<file path="src/rtl/holdArbPkg.sv">
package holdArbPkg;

  // Control state of the arbiter
  typedef enum logic [1:0] {
    ST_RUN    = 2'd0,  // processor owns the bus
    ST_HOLD   = 2'd1,  // external master owns the bus
    ST_RESUME = 2'd2   // processor restarting, no new grant
  } arbState_t;

  // Strobes from the control to the datapath
  typedef struct packed {
    logic setAck;   // raise acknowledge and float enable
    logic clrAck;   // drop acknowledge and float enable
    logic loadGap;  // start the resume gap counter
    logic decGap;   // count down the resume gap
  } arbStrobe_t;

endpackage

</file>
<file path="src/rtl/holdArbDatapath.sv">
module holdArbDatapath
  import holdArbPkg::*;
#(
  parameter int RESUME_CLKS = 1
) (
  input  logic       clk,
  input  logic       rstN,
  input  logic       holdReq,
  input  arbStrobe_t strb,
  output logic       holdSeen,
  output logic       gapLast,
  output logic       ackOut,
  output logic       floatOut
);

  localparam int GAP_W = (RESUME_CLKS < 2) ? 1 : $clog2(RESUME_CLKS + 1);
  localparam logic [GAP_W-1:0] GAP_LOAD = GAP_W'(RESUME_CLKS);
  localparam logic [GAP_W-1:0] GAP_ONE  = GAP_W'(1);

  logic             seenQ;
  logic             ackQ;
  logic             floatQ;
  logic [GAP_W-1:0] gapCnt;

  // Request sample from the previous edge
  always_ff @(posedge clk or negedge rstN) begin
    if (!rstN) seenQ <= 1'b0;
    else       seenQ <= holdReq;
  end

  // Acknowledge register
  always_ff @(posedge clk or negedge rstN) begin
    if (!rstN)            ackQ <= 1'b0;
    else if (strb.setAck) ackQ <= 1'b1;
    else if (strb.clrAck) ackQ <= 1'b0;
  end

  // Float enable has its own flop, so the pads get their own driver
  always_ff @(posedge clk or negedge rstN) begin
    if (!rstN)            floatQ <= 1'b0;
    else if (strb.setAck) floatQ <= 1'b1;
    else if (strb.clrAck) floatQ <= 1'b0;
  end

  // Resume gap counter
  always_ff @(posedge clk or negedge rstN) begin
    if (!rstN)             gapCnt <= '0;
    else if (strb.loadGap) gapCnt <= GAP_LOAD;
    else if (strb.decGap)  gapCnt <= gapCnt - GAP_ONE;
  end

  assign holdSeen = seenQ;
  assign gapLast  = (gapCnt <= GAP_ONE);
  assign ackOut   = ackQ;
  assign floatOut = floatQ;

endmodule

</file>
<file path="src/rtl/holdArbControl.sv">
module holdArbControl
  import holdArbPkg::*;
(
  input  logic       clk,
  input  logic       rstN,
  input  logic       holdReq,
  input  logic       holdSeen,
  input  logic       refreshReq,
  input  logic       dmaActive,
  input  logic       lockActive,
  input  logic       cycleDone,
  input  logic       gapLast,
  output arbStrobe_t strb
);

  arbState_t state;
  arbState_t stateNext;
  logic      safePoint;
  logic      reqSteady;

  // End of a bus cycle with no continuation pending
  assign safePoint = cycleDone && !dmaActive && !lockActive;
  // Request seen on this edge and on the edge before
  assign reqSteady = holdReq && holdSeen;

  always_comb begin
    stateNext = state;
    strb      = '0;
    unique case (state)
      ST_RUN: begin
        if (safePoint && reqSteady && !refreshReq) begin
          strb.setAck = 1'b1;
          stateNext   = ST_HOLD;
        end
      end
      ST_HOLD: begin
        if (!holdReq) begin
          strb.clrAck  = 1'b1;
          strb.loadGap = 1'b1;
          stateNext    = ST_RESUME;
        end
      end
      ST_RESUME: begin
        if (gapLast) stateNext   = ST_RUN;
        else         strb.decGap = 1'b1;
      end
      default: stateNext = ST_RUN;
    endcase
  end

  always_ff @(posedge clk or negedge rstN) begin
    if (!rstN) state <= ST_RUN;
    else       state <= stateNext;
  end

endmodule

</file>
<file path="src/rtl/holdBusArbiter.sv">
module holdBusArbiter
  import holdArbPkg::*;
#(
  parameter int RESUME_CLKS = 1
) (
  input  logic clk,
  input  logic rstN,
  input  logic holdReq,
  input  logic refreshReq,
  input  logic dmaActive,
  input  logic lockActive,
  input  logic cycleDone,
  output logic holdAck,
  output logic floatEn
);

  arbStrobe_t strb;
  logic       holdSeen;
  logic       gapLast;

  holdArbControl ctrl_i (
    .clk        (clk),
    .rstN       (rstN),
    .holdReq    (holdReq),
    .holdSeen   (holdSeen),
    .refreshReq (refreshReq),
    .dmaActive  (dmaActive),
    .lockActive (lockActive),
    .cycleDone  (cycleDone),
    .gapLast    (gapLast),
    .strb       (strb)
  );

  holdArbDatapath #(.RESUME_CLKS(RESUME_CLKS)) dp_i (
    .clk      (clk),
    .rstN     (rstN),
    .holdReq  (holdReq),
    .strb     (strb),
    .holdSeen (holdSeen),
    .gapLast  (gapLast),
    .ackOut   (holdAck),
    .floatOut (floatEn)
  );

endmodule

</file>
<file path="config.mk">
export PLATFORM = sky130hd
export DESIGN_NAME = holdBusArbiter
export DESIGN_NICKNAME = d
export VERILOG_FILES = /design/src/rtl/holdArbPkg.sv /design/src/rtl/holdArbDatapath.sv /design/src/rtl/holdArbControl.sv /design/src/rtl/holdBusArbiter.sv
export SDC_FILE = /design/constraint.sdc
export NUM_CORES = 1
export LEC_CHECK = 0
export CAP_MARGIN = 20
export CORE_AREA = 10 10 47 49
export CTS_CLUSTER_DIAMETER = 120
export DETAILED_ROUTE_END_ITERATION = 8
export DIE_AREA = 0 0 57 59
export DONT_BUFFER_PORTS = 1
export GPL_TIMING_DRIVEN = 0
export SYNTH_ARGS = -nofsm -noshare
export SYNTH_HDL_FRONTEND = slang
export SYNTH_SLANG_ARGS = --single-unit
export TNS_END_PERCENT = 20
</file>
<file path="constraint.sdc">
create_clock -name clk -period 1.1 [get_ports clk]
set_input_delay 0.055 -clock clk [delete_from_list [all_inputs] [get_ports clk]]
set_output_delay 0.055 -clock clk [all_outputs]
set_load 0.02 [all_outputs]
</file>
==> qor.txt <==
Post-synth EDFFs: 0
crit end category: flip-flop
top-count cell post-synth: dfrtp_1
worst hold slack: 0.04365 ns
post-synthesis cell type count: 9
leakage: 0.1019 nW
number of synthesized register bits: 4
clk sink count: 4
IO Port Bufs: 0
# DRC: 0
initial DRC count: 1
Post-Syn Area: 157.7 sq um
clock buffer depth: 2
Async SR Flop Fraction: 100.0%
Pwr Total: 0.4258 mW
fill count: 166
largest net degree at the start of global routing: 5
Routed Antenna Nets: 0
Die ar.: 3363 sq um
H-tree depth: 1
Crit path required time: 1.25 ns
slew at the pin with the worst max-slew slack: 0.2644 ns
Root Buffer: clkbuf_4
fin crit share: 94.87%
Max Freq: 958.2 MHz
initial antenna violation count: 0
unrepaired setup endpoints after global routing: false
GR Overflow Total: 0
Critical Path AT: 1.20 ns
core area: 1401 sq um
routed vias: 128
pwr dens: 1782 nW/um^2
RD Place Congestion: 0.5865
Die Span X: 57 um
# setup viols final: 0
share of layout cells above drive strength 1: 44.44%
n_diodes: 0
Clock Latency Late Sink: 0.23 ns
status: finished, final reports clean
Synth Instances: 12
first-pass GRT wire length: 752 um
nature of the critical path startpoint: flip-flop
I/O Pins: 9
CTS Buf Count: 3
area leader, netlist: dfrtp_1
CTS tree: done
yosys warns: 0
clk slew on worst S/H paths: 0.04 ns
Via density: 3.765
Mapped Nets: 19
sequential share of the synthesized area: 63.49%
Row Count: 14
HP Class: input pin to flip-flop
Max FO, Critical Path: 2
vias in the first global route: 171
Nets: 27
Peak VDD IR: 0.5347 mV
area grow syn2layout: 51.59%
Synth area leaders: dfrtp_1 63%, or4_4 7.1%, nand4b_1 5.6%
Hold Fails Final Rpt: 0
WL final: 456 um
Top FF cell, synth: dfrtp_1
slew margin rel.: 82.37%
Die Height: 59 um
synthesized area per cell: 13.14 sq um
drt wl/cell: 13.41 um
Tot GR Track Use: 3.243%
max-cap viol count: 0
initial core utilization: 11.25%
Final Max Slew Viols: 0
Setup CP Type: flip-flop to flip-flop
Worst Clk Skew: 0.001257 ns
Synth top area share: 63.49%
first-pass detailed-route iteration total: 2
crit path time final: 1.044 ns
-- cell families (layout without fill, tap and decap cells) --
| group | after synthesis | in the layout | synth area share, % |
|---|---|---|---|
| flops | 4 | 4 | 63.49 |
| compound gates | 2 | 2 | 7.142 |
| simple gates | 4 | 4 | 22.23 |
| buf+inv | 2 | 8 | 7.142 |
-- placed cells by master, fill, tap and decap left out --
| master | netlist | routed |
|---|---|---|
| clkbuf_4 | 0 | 3 |
| nand3b_1 | 1 | 1 |
| nor3b_2 | 0 | 1 |
| dfrtp_1 | 4 | 4 |
| o21ai_1 | 1 | 1 |
| nand4b_1 | 1 | 1 |
| or4_4 | 1 | 1 |
| dlygate4sd3_1 | 0 | 2 |
| o22ai_2 | 0 | 1 |
| buf_4 | 1 | 2 |
| inv_1 | 1 | 1 |
-- stage by stage --
stage                     worst slack (ns)  instances   TNS (ns)  util [%]  area [sq um]
after floorplan                    0.01288         12          0         -         157.7
after global placement           -0.001444         28  -0.001444     12.68         177.7
after detailed placement          -0.04722         28   -0.06890     12.68         177.7
after CTS                          0.04874         34          0     16.70         234.0
after global routing               0.01722         34          0     17.05         239.0
final                              0.05639         34          0     17.05         239.0
-- final cells by class --
cell class | instances | area [sq um] | share of cell area [%]
buffer | 1 | 7.507 | 3.141
clock buffer | 3 | 22.52 | 9.424
inverter | 1 | 3.754 | 1.571
multi-input combinational | 6 | 57.56 | 24.08
sequential | 4 | 100.1 | 41.88
tap | 16 | 20.02 | 8.377
timing repair buffer | 3 | 27.53 | 11.52
-- sequential cells by signal, indices dropped and copies added, names as in the netlist --
name and flops:
ctrl_i.state 2, dp_i.ackOut 1, dp_i.holdSeen 1
-- layer usage --
| layer | global-route usage, % | wire length (um) |
|---|---|---|
| met5 | 0 | 0 |
| met2 | 4.186 | 192 |
| met1 | 3.210 | 211 |
| met4 | 3.020 | 0 |
| met3 | 2.575 | 52 |
-- worst paths after layout --
check | slack, ns | from | endpoint | cells after the start
worst min-delay path | 0.04 | lockActive | ctrl_i.state[0]$_DFFE_PN0P_ | 2
worst min register to register | 0.48 | ctrl_i.state[1]$_DFFE_PN0P_ | ctrl_i.state[1]$_DFFE_PN0P_ | 1
worst max register to register | 0.06 | ctrl_i.state[0]$_DFFE_PN0P_ | dp_i.ackOut$_DFFE_PN0P_ | 2
worst max-delay path | 0.06 | ctrl_i.state[0]$_DFFE_PN0P_ | dp_i.ackOut$_DFFE_PN0P_ | 2
min in group asynchronous | 0.10 | rstN | ctrl_i.state[1]$_DFFE_PN0P_ | 1
max in group asynchronous | 0.83 | rstN | dp_i.holdSeen$_DFF_PN0_ | 1
-- worst max-delay path, stage by stage, from the launching register on --
cell,delay (ns)
dfrtp_1,0.37
or4_4,0.43
o22ai_2,0.17
-- where the power goes --
group	switching, mW	internal (mW)	total, mW
registers	0.0258	0.161	0.187
logic	0.0328	0.0296	0.0625
clock network	0.0543	0.122	0.176
-- repair_timing --
action | 4_1_cts | 5_1_grt
cloned | 0 | 0
endpoints found under the hold margin | 7 | 0
endpoints found under the setup margin | 2 | 1
hold buffers | 2 | 0
setup buffers | 1 | 0
pin swaps | 2 | 0
resized for setup | 1 | 1
No activity file was read; power rests on OpenSTA's default activity.
